--- config.mk ---
export PLATFORM = sky130hd
export DESIGN_NAME = rt_cmd_status
export DESIGN_NICKNAME = d
export VERILOG_FILES = /design/src/rtl/rtcs_pkg.sv /design/src/rtl/rtcs_decode.sv /design/src/rtl/rtcs_sample.sv /design/src/rtl/rt_cmd_status.sv
export SDC_FILE = /design/constraint.sdc
export NUM_CORES = 1
export LEC_CHECK = 0
export BUFFER_PORTS_ARGS = -buffer_cell sky130_fd_sc_hd__buf_2
export CORE_ASPECT_RATIO = 1.4
export CORE_MARGIN = 2
export CORE_UTILIZATION = 30
export DETAILED_ROUTE_END_ITERATION = 6
export SETUP_SLACK_MARGIN = 0.1
export SLEW_MARGIN = 20
export SYNTH_ARGS = -nofsm -noshare
export SYNTH_HDL_FRONTEND = slang
export SYNTH_SLANG_ARGS = --single-unit
export TNS_END_PERCENT = 10
--- constraint.sdc ---
create_clock -name clk -period 3.2 [get_ports clk]
set_input_delay 0.8 -clock clk [delete_from_list [all_inputs] [get_ports clk]]
set_output_delay 0.8 -clock clk [all_outputs]
set_load 0.02 [all_outputs]
--- src/rtl/rtcs_pkg.sv ---
package rtcs_pkg;
  localparam logic [4:0] MODE_SYNC_DATA = 5'b10001;
  localparam logic [4:0] MODE_TX_VECTOR = 5'b10000;
  localparam int ST_MERR = 10;
  localparam int ST_SRQ  = 8;
  localparam int ST_BCR  = 4;
  localparam int ST_BUSY = 3;
  localparam int ST_SSF  = 2;
  localparam int ST_DBCA = 1;
  localparam int ST_TF   = 0;
endpackage

--- src/rtl/rtcs_decode.sv ---
module rtcs_decode #(
  parameter int ADDR_W = 5,
  parameter int SA_W   = 5,
  parameter int WC_W   = 5
) (
  input  logic                 clk,
  input  logic                 rst,
  input  logic                 cmd_valid,
  input  logic [ADDR_W+SA_W+WC_W:0] cmd_word,
  input  logic [ADDR_W-1:0]    term_addr,
  input  logic                 bcast_en,
  input  logic                 cmd_done,
  output logic                 accept,
  output logic                 addr_match,
  output logic [SA_W-1:0]      sa_q,
  output logic                 tx_q,
  output logic [WC_W-1:0]      wc_q,
  output logic                 in_cmd_n,
  output logic                 mode_q,
  output logic                 bcr_q,
  output logic                 exempt_q,
  output logic [ADDR_W-1:0]    addr_q
);
  import rtcs_pkg::*;
  localparam int SA_LO   = WC_W;
  localparam int DIR_POS = WC_W + SA_W;
  localparam int ADDR_LO = DIR_POS + 1;
  localparam logic [ADDR_W-1:0] BCAST = '1;
  localparam logic [SA_W-1:0]   SA_MODE_HI = '1;

  logic [ADDR_W-1:0] f_addr;
  logic [SA_W-1:0]   f_sa;
  logic [WC_W-1:0]   f_wc;
  logic              f_tx, match, is_bc, is_mode, is_exempt;

  always_comb begin
    f_addr    = cmd_word[ADDR_LO +: ADDR_W];
    f_sa      = cmd_word[SA_LO +: SA_W];
    f_wc      = cmd_word[0 +: WC_W];
    f_tx      = cmd_word[DIR_POS];
    is_bc     = bcast_en && (f_addr == BCAST);
    match     = (f_addr == term_addr) || is_bc;
    accept    = cmd_valid && match;
    is_mode   = (f_sa == '0) || (f_sa == SA_MODE_HI);
    is_exempt = is_mode && ((!f_tx && f_wc == WC_W'(MODE_SYNC_DATA)) ||
                            ( f_tx && f_wc == WC_W'(MODE_TX_VECTOR)));
  end

  always_ff @(posedge clk) begin
    if (rst) begin
      addr_match <= 1'b0;
      sa_q       <= '0;
      tx_q       <= 1'b0;
      wc_q       <= '0;
      in_cmd_n   <= 1'b1;
      mode_q     <= 1'b0;
      bcr_q      <= 1'b0;
      exempt_q   <= 1'b0;
      addr_q     <= '0;
    end else begin
      if (cmd_valid) addr_match <= match;
      if (accept) begin
        sa_q     <= f_sa;
        tx_q     <= f_tx;
        wc_q     <= f_wc;
        in_cmd_n <= 1'b0;
        mode_q   <= is_mode;
        bcr_q    <= is_bc && (f_addr != term_addr);
        exempt_q <= is_exempt;
        addr_q   <= term_addr;
      end else if (cmd_done) begin
        in_cmd_n <= 1'b1;
      end
    end
  end

  assert_enter_cmd_R3: assert property (@(posedge clk) disable iff (rst)
    accept |=> !in_cmd_n);
  assert_fields_hold_R3: assert property (@(posedge clk) disable iff (rst)
    (!in_cmd_n && !accept) |=> ($stable(sa_q) && $stable(tx_q) && $stable(wc_q)));
  assert_reject_no_effect_R1: assert property (@(posedge clk) disable iff (rst)
    (cmd_valid && !accept && !cmd_done) |=> $stable(in_cmd_n));
endmodule

--- src/rtl/rtcs_sample.sv ---
module rtcs_sample #(
  parameter int SAMPLE_EDGE = 2
) (
  input  logic clk,
  input  logic rst,
  input  logic accept,
  input  logic cmd_done,
  input  logic busy_i,
  input  logic srq_i,
  input  logic ill_i,
  input  logic tf_i,
  input  logic sf_i,
  input  logic dbca_i,
  output logic busy_q,
  output logic srq_q,
  output logic merr_q,
  output logic tf_q,
  output logic sf_q,
  output logic dbca_q
);
  localparam int CNT_W = $clog2(SAMPLE_EDGE + 1);
  localparam logic [CNT_W-1:0] LAST = CNT_W'(SAMPLE_EDGE - 1);

  logic [CNT_W-1:0] cnt;
  logic             pend;

  initial assert (SAMPLE_EDGE >= 2) else $error("SAMPLE_EDGE must be at least 2");

  always_ff @(posedge clk) begin
    if (rst) begin
      cnt <= '0;
      pend <= 1'b0;
      {busy_q, srq_q, merr_q, tf_q, sf_q, dbca_q} <= '0;
    end else if (accept) begin
      cnt  <= '0;
      pend <= 1'b1;
      {busy_q, srq_q, merr_q, tf_q, sf_q, dbca_q} <= '0;
    end else if (cmd_done) begin
      pend <= 1'b0;
    end else if (pend) begin
      if (cnt == LAST) begin
        pend   <= 1'b0;
        busy_q <= busy_i;
        srq_q  <= srq_i;
        merr_q <= ill_i;
        tf_q   <= tf_i;
        sf_q   <= sf_i;
        dbca_q <= dbca_i;
      end else begin
        cnt <= cnt + 1'b1;
      end
    end
  end

  assert_clear_on_accept_R5: assert property (@(posedge clk) disable iff (rst)
    accept |=> (!busy_q && !srq_q && !merr_q));
  assert_busy_only_from_pending_R5: assert property (@(posedge clk) disable iff (rst)
    $rose(busy_q) |-> $past(pend));
  assert_srq_only_from_pending_R7: assert property (@(posedge clk) disable iff (rst)
    $rose(srq_q) |-> $past(pend));
endmodule

--- src/rtl/rt_cmd_status.sv ---
module rt_cmd_status #(
  parameter int ADDR_W      = 5,
  parameter int SA_W        = 5,
  parameter int WC_W        = 5,
  parameter int SAMPLE_EDGE = 2
) (
  input  logic              clk,
  input  logic              rst,
  input  logic              cmd_valid,
  input  logic [15:0]       cmd_word,
  input  logic [4:0]        term_addr,
  input  logic              bcast_en,
  input  logic              cmd_done,
  input  logic              sub_busy,
  input  logic              sub_srq,
  input  logic              sub_illegal,
  input  logic              sub_tflag,
  input  logic              sub_sflag,
  input  logic              sub_dbca,
  output logic              addr_match,
  output logic [4:0]        cmd_sa,
  output logic              cmd_tx,
  output logic [4:0]        cmd_wc,
  output logic              in_cmd_n,
  output logic              mode_cmd,
  output logic [15:0]       status_word,
  output logic              xfer_inhibit
);
  import rtcs_pkg::*;
  localparam int ST_W = 16;

  logic accept, bcr_q, exempt_q;
  logic busy_q, srq_q, merr_q, tf_q, sf_q, dbca_q;
  logic [ADDR_W-1:0] addr_q;

  rtcs_decode #(.ADDR_W(ADDR_W), .SA_W(SA_W), .WC_W(WC_W)) u_dec (
    .clk(clk), .rst(rst), .cmd_valid(cmd_valid), .cmd_word(cmd_word),
    .term_addr(term_addr), .bcast_en(bcast_en), .cmd_done(cmd_done),
    .accept(accept), .addr_match(addr_match), .sa_q(cmd_sa), .tx_q(cmd_tx),
    .wc_q(cmd_wc), .in_cmd_n(in_cmd_n), .mode_q(mode_cmd), .bcr_q(bcr_q),
    .exempt_q(exempt_q), .addr_q(addr_q)
  );

  rtcs_sample #(.SAMPLE_EDGE(SAMPLE_EDGE)) u_smp (
    .clk(clk), .rst(rst), .accept(accept), .cmd_done(cmd_done),
    .busy_i(sub_busy), .srq_i(sub_srq), .ill_i(sub_illegal),
    .tf_i(sub_tflag), .sf_i(sub_sflag), .dbca_i(sub_dbca),
    .busy_q(busy_q), .srq_q(srq_q), .merr_q(merr_q),
    .tf_q(tf_q), .sf_q(sf_q), .dbca_q(dbca_q)
  );

  always_comb begin
    status_word = '0;
    status_word[ST_W-1 -: ADDR_W] = addr_q;
    status_word[ST_MERR] = merr_q;
    status_word[ST_SRQ]  = srq_q;
    status_word[ST_BCR]  = bcr_q;
    status_word[ST_BUSY] = busy_q;
    status_word[ST_SSF]  = sf_q;
    status_word[ST_DBCA] = dbca_q;
    status_word[ST_TF]   = tf_q;
    xfer_inhibit = busy_q && !in_cmd_n && !exempt_q;
  end

  assert_sync_data_exempt_R6: assert property (@(posedge clk) disable iff (rst)
    (!in_cmd_n && mode_cmd && !cmd_tx && cmd_wc == MODE_SYNC_DATA) |-> !xfer_inhibit);
  assert_tx_vector_exempt_R6: assert property (@(posedge clk) disable iff (rst)
    (!in_cmd_n && mode_cmd && cmd_tx && cmd_wc == MODE_TX_VECTOR) |-> !xfer_inhibit);
  assert_idle_no_inhibit_R6: assert property (@(posedge clk) disable iff (rst)
    in_cmd_n |-> !xfer_inhibit);
endmodule

==> summary.md, run 1 <==
| Metric | Value |
|---|---|
| Worst endpoint required time | `3400 ps` |
| Wirelength per Cell | `10.8 um` |
| Inserted Clock Buffers | `5` |
| Main combinational cell family by area after synthesis | `simple AND/OR/NAND/NOR gates` |
| Clock sink total | `30` |
| Top FF cell, synth | `dfxtp_1` |
| Post_cts resized | `0` |
| Worst-path clk slew | `approximately 60 ps` |
| Setup crit end kind | `register` |
| R2r endpoint | `u_smp.cnt[1]$_SDFFE_PP0P_` |
| Die area | `5370 um^2` |
| Multiplexer area fraction after synthesis | `0.160` |
| Nets | `233` |
| Area post-placement | `1720 um^2` |
| # diodes | `0` |
| Final Hold Fails | `0` |
| R2r setup slk | `1830 ps` |
| Final period util | `0.580` |
| Synth cell types | `28` |
| Hold Crit Depth | `2` |
| Rows | `29` |
| Core Region | `roughly 4600 um^2` |
| Die H | `~86 um` |
| GPL Wtd Cong | `0.705` |
| Sw Share | `0.224` |
| Die width | `62.5 um` |
| Area grow syn2layout | `25.4%` |
| CTS root buffer | `clkbuf_8` |
| CTS H-tree lvls | `2` |
| Final setup violation count | `0` |
| Design Power | `747 uW` |
| Iter 0 DRT Violations | `32` |
| Post-synth ARST share | `0` |
| Hold worst-path end | `u_dec.mode_q$_SDFFE_PP0P_` |
| Port bufs | `58` |
| Initial DRT Pass Iterations | `2` |
| #FFs+latches synth | `30` |
| Max rail drop VDD | `171 uV` |
| DR DRC count | `0` |
| Hold_sp | `u_dec.mode_q$_SDFFE_PP0P_` |
| Layout cells sized above 1 | `0.347` |
| Dpl hpwl | `about 2100 um` |
| Clock Power Share | `0.389` |
| Sequential share of power | `0.509` |
| DR vias/cell | `4.35` |
| CTS tree | `yes` |
| Synthesized cell area | `1440 um^2` |
| Period minus WS final | `about 1900 ps` |
| Slew Viols, Final | `0` |
| All-Layer GR Usage | `0.117` |
| Dpl cells | `255` |
| Initial Util | `0.314` |
| Final WL | `2820 um` |
| Max Root-Sink Buffers | `2` |
| Most common cell in the synthesized netlist | `nand2b_1` |
| Most instantiated cells after synthesis | `nand2b_1, dfxtp_1, mux2i_1` |
| Syn. warnings | `0` |
| R2R Path Start | `u_smp.cnt[1]$_SDFFE_PP0P_` |
| Layout Cells excl Fill | `261` |
| CP Max Fanout | `2` |
| Pwr/cell area | `414 nW/um^2` |
| Post-Synth XOR/XNOR Area | `0.0427` |
| NetSw | `167 uW` |
| R2R depth | `5` |
| Vias in the first global route | `1142` |
| Number of post-CTS setup repair buffers | `0` |
| Slew headroom | `0.657` |
| Cts hold-fix bufs | `0` |
| Top cells by area, synth | `dfxtp_1, mux2i_1, nand2b_1` |
| Cell area after layout | `1800 um^2` |
| Critical path class | `in2reg` |
| CP Launch Type | `primary input` |
| Worst setup margin | `1350 ps` |
| Yosys top cell by area | `dfxtp_1` |
| Maximum clock frequency | `approximately 540 MHz` |
| P_int | `580 uW` |
| Worst Path Arrival | `2060 ps` |
| Setup Skew | `1.89 ps` |
| Setup TNS | `0 ps` |
| HP Class | `reg2reg` |
| Skew-Pair Late Insertion Delay | `270 ps` |
| Filler cell count | `498` |
| Sequential fraction of the synthesis area | `0.418` |
| Max-cap viol count | `0` |
| EDFF count, synth | `0` |
| Io pins | `63` |
| Lkg Pwr | `0.000929 uW` |
| Post-Place Worst Slack | `1060 ps` |
| Synth Area in Compound Gates | `0.0470` |
| Slew at the pin closest to its max-slew limit | `slightly above 500 ps` |
| Mapped Cells | `approximately 150` |
| Via count | `roughly 1100` |
| Initial antenna violation count | `0` |
| RSZ-0062 raised after global routing | `no` |
| Simple-gate area share of the yosys netlist | `0.230` |
| Gr ovfl total | `0` |
| Outcome | `complete, no violations` |
| Post-Synth Adder-Cell Area | `0.00871` |
| Routed Antenna Nets | `0` |
| Largest net degree at the start of global routing | `40` |
| Global-route wire length before repair | `4990 um` |
| Yosys top cell area share | `0.418` |
| Gate power share | `0.102` |
| Syn avg cell area | `9.71 um^2` |
layout make-up:
class	instances	area, um^2	share of cell area
tap	62	77.6	0.0431
clock buffer	6	82.6	0.0458
sequential	30	601	0.333
inverter	4	15.0	0.00833
timing repair buffer	60	305	0.169
multi-input combinational	99	721	0.400
state kept, by name (all words and copies together), names as in the netlist:
register          cells
u_dec.addr_q          5
u_smp.sf_q            1
u_dec.mode_q          1
u_dec.in_cmd_n        1
u_smp.srq_q           1
u_dec.tx_q            1
u_smp.merr_q          1
u_dec.sa_q            5
u_dec.exempt_q        1
u_dec.addr_match      1
u_dec.wc_q            5
u_dec.bcr_q           1
u_smp.busy_q          1
u_smp.dbca_q          1
u_smp.pend            1
u_smp.tf_q            1
u_smp.cnt             2
worst max-delay path by stage:
| stage | cells past startpoint | endpoint | slack, ps | start |
|---|---|---|---|---|
| floorplan | 3 | u_dec.exempt_q$_SDFFE_PP0P_ | 1210 | cmd_word[1] |
| global placement | 4 | u_dec.exempt_q$_SDFFE_PP0P_ | 1100 | cmd_word[1] |
| detailed placement | 4 | u_dec.exempt_q$_SDFFE_PP0P_ | 1060 | cmd_word[1] |
| CTS | 4 | u_dec.exempt_q$_SDFFE_PP0P_ | 1350 | cmd_word[1] |
| global route | 4 | u_dec.exempt_q$_SDFFE_PP0P_ | 1310 | cmd_word[1] |
| finish | 4 | u_dec.exempt_q$_SDFFE_PP0P_ | 1350 | cmd_word[1] |
per-stage QoR:
step	hold WS, ps	utilization
floorplan	465	-
detailed placement	454	0.376
finish	458	0.394
CTS	464	0.394
global placement	444	0.376
global route	502	0.394
worst max-delay path: stages:
cell and delay, ps:
buf_2 100, or4b_1 520, or4_1 530, o22ai_2 110
routing by layer:
metal / GRT usage / vias up / share of wire
li1: - / 581 / -
met3: 0.0433 / 4 / 0.073
met5: 0 / - / 0
met2: 0.207 / 44 / 0.50
met4: 0.0485 / 0 / 0.013
met1: 0.124 / 506 / 0.41
power by group through the flow:
stage               combinational (uW)  sequential [uW]  clock [uW]
finish                            76.5              380         290
global route                      86.1              380         318
CTS                               78.1              380         304
detailed placement                77.9              388           0
global placement                  77.5              388           0
floorplan                         43.5              392           0
cell usage in the layout (no fill, tap or decap), types with 4 or more instances in the layout:
master / Yosys / final
mux2i_1: 23 / 23
clkbuf_8: 0 / 6
buf_2: 2 / 58
inv_1: 4 / 4
nor2_1: 11 / 11
nand2b_1: 32 / 32
dfxtp_1: 30 / 30
conb_1: 1 / 4
xnor2_1: 5 / 5
cell families (layout without fill, tap and decap cells):
| group | Yosys count | in the layout |
|---|---|---|
| DFF | 30 | 30 |
| other | 1 | 4 |
| and+or+nand+nor | 55 | 55 |
| xor gates and xnor gates | 7 | 7 |
| muxes | 23 | 23 |
| buffers and inverters | 22 | 70 |
| adders and majority gates | 1 | 1 |
| AOI/OAI and AO/OA | 9 | 9 |
Note: power is estimated with default switching activity, not from simulation.
==> inputs of run 2 (changes only) <==
==> constraint.sdc (replaced) <==
create_clock -name clk -period 1.59 [get_ports clk]
set_input_delay 0.3975 -clock clk [delete_from_list [all_inputs] [get_ports clk]]
set_output_delay 0.3975 -clock clk [all_outputs]
set_load 0.02 [all_outputs]
==> run 2 against run 1 <==
  * Sequential share of layout area decreased by 0.86 points
  * Wire length increased by 3.1%
  * Largest power group unchanged
  * Clock skew increased by 4.1 ps
  * Via count increased by 2.1%
  * Register-to-register slack got worse by 1500 ps
==> summary.md, run 2 (synthesis gave the netlist of run 1 again) <==
| Metric | Value |
|---|---|
| Critical path class | `in2reg` |
| Dpl hpwl | `2210 um (+3.8%)` |
| Cell area after layout | `1850 um^2 (+2.6%)` |
| CP peak stage delay | `540 ps (about the same)` |
| Pwr/cell area | `820 nW/um^2 (+98%)` |
| Max-cap viol count | `0 (unchanged)` |
| Global-route wire length before repair | `4900 um (-1.8%)` |
| Die area | `5370 um^2 (unchanged)` |
| Slew Viols, Final | `0 (unchanged)` |
| Iter 0 DRT Violations | `12 (-63%)` |
| Final setup violation count | `0 (unchanged)` |
| Slowest-stage cell, CP | `or4_1` |
| Worst-path clk slew | `60 ps (about the same)` |
| Worst Path Arrival | `1630 ps (-430 ps)` |
| CTS tree | `yes` |
| Core Region | `4570 um^2 (unchanged)` |
| RSZ-0062 raised after global routing | `no` |
| Period minus WS final | `between 1000 and 1500 ps` |
| Area grow syn2layout | `28.7%` |
| Largest net degree at the start of global routing | `18 (-55%)` |
| Setup crit end kind | `register` |
| Inserted Clock Buffers | `5 (unchanged)` |
| Io pins | `63 (unchanged)` |
| Rows | `29 (unchanged)` |
| Setup Skew | `5.96 ps (+4.06 ps)` |
| Worst endpoint required time | `1790 ps (-1610 ps)` |
| Hold Crit Depth | `3 (+1)` |
| Area post-placement | `1760 um^2 (+2.5%)` |
| Wirelength per Cell | `10.9 um (+1.5%)` |
| HP Class | `in2reg` |
| Leading cell types in the layout, fill and taps excluded | `buf_2, nand2b_1, dfxtp_1` |
| Number of post-CTS setup repair buffers | `0 (unchanged)` |
| Die H | `85.9 um (unchanged)` |
| CTS H-tree lvls | `2 (unchanged)` |
| Max rail drop VDD | `566 uV (+230%)` |
| R2R depth | `5 (unchanged)` |
| Final period util | `0.899` |
| All-Layer GR Usage | `0.116 (-0.00101)` |
| GPL Wtd Cong | `0.727 (+3.2%)` |
| DR vias/cell | `4.37 (+0.57%)` |
| Nets | `237 (+1.7%)` |
| CP Max Fanout | `2 (unchanged)` |
| Lkg Pwr | `0.000957 uW (+3.0%)` |
| Outcome | `complete, no violations` |
| Top flop regs | `u_dec.addr_q: 5 flops, u_dec.sa_q: 5 flops, u_dec.wc_q: 5 flops` |
| Layout cells sized above 1 | `0.365 (+0.0178)` |
| CTS root buffer | `clkbuf_8` |
| Max Root-Sink Buffers | `2 (unchanged)` |
| Vias in the first global route | `1153 (+0.96%)` |
| Final WL | `2900 um (+3.1%)` |
| DR DRC count | `0 (unchanged)` |
| Port bufs | `58 (unchanged)` |
| Cts hold-fix bufs | `0 (unchanged)` |
| Clock sink total | `30 (unchanged)` |
| Gr ovfl total | `0 (unchanged)` |
| Design Power | `1520 uW (+100%)` |
| Commonest non-fill, non-tap cell in the layout | `buf_2` |
| Layout Utilization | `0.404 (+0.0104)` |
| Skew-Pair Late Insertion Delay | `270 ps (about the same)` |
| Crit-path cells | `buf_2, or4b_1, or4_1, o22ai_2` |
| Initial antenna violation count | `0 (unchanged)` |
| Maximum clock frequency | `700 MHz` |
| Setup TNS | `0 ps (unchanged)` |
| CP Launch Type | `primary input` |
| Via count | `1159 (+2.1%)` |
| # diodes | `0 (unchanged)` |
| Post_cts resized | `0 (unchanged)` |
| Routed Antenna Nets | `0 (unchanged)` |
| Final Hold Fails | `0 (unchanged)` |
| Initial DRT Pass Iterations | `4 (+2)` |
| Die width | `62.5 um (unchanged)` |
| Initial Util | `0.314 (unchanged)` |
run 2: changes by cell type in the layout (fill, tap and decap cells not counted):
cell | previous run | this run
buf_4 | 2 | 5
buf_12 | 0 | 1
nor3b_1 | 2 | 1
nor3b_2 | 0 | 1
run 2: where the power goes:
part           internal, uW  switching, uW
Sequential              760           3.95
Combinational          81.2           82.9
Clock                   333            254
run 2: cell type report:
type	count	area (um^2)
multi-input combinational	99	726
fill	503	2720
sequential	30	601
timing repair buffer	64	348
tap	62	77.6
clock buffer	6	82.6
inverter	4	15.0
run 2: worst paths after layout:
kind / startpoint / end / slack [ps]
setup / recovery: cmd_word[1] / u_dec.exempt_q$_SDFFE_PP0P_ / 160
hold reg to reg: u_dec.sa_q[0]$_SDFFE_PP0P_ / u_dec.sa_q[0]$_SDFFE_PP0P_ / 470
setup reg to reg: u_smp.cnt[1]$_SDFFE_PP0P_ / u_smp.sf_q$_SDFFE_PP0P_ / 300
hold / removal: sub_dbca / u_smp.dbca_q$_SDFFE_PP0P_ / 360
run 2: layer usage:
metal,global-route usage,vias up,part of all wire
met3,0.0486,6,0.078
met1,0.121,525,0.41
li1,-,586,-
met2,0.204,42,0.49
met4,0.0485,0,0.018
met5,0,-,0
run 2: critical path, delay by kind of cell:
kind            cells  cell delay (ps)
compound gates      1              100
simple gates        2             1030
buf+inv             1              100
run 2: metrics by stage:
stage / hold slack (ps) / worst slack, ps / cells
global placement: 444 / -99.7 / 259
detailed placement: 458 / -124 / 259
finish: 359 / 160 / 265
global route: 373 / 142 / 265
CTS: 355 / 168 / 265
floorplan: 465 / 12.6 / 151
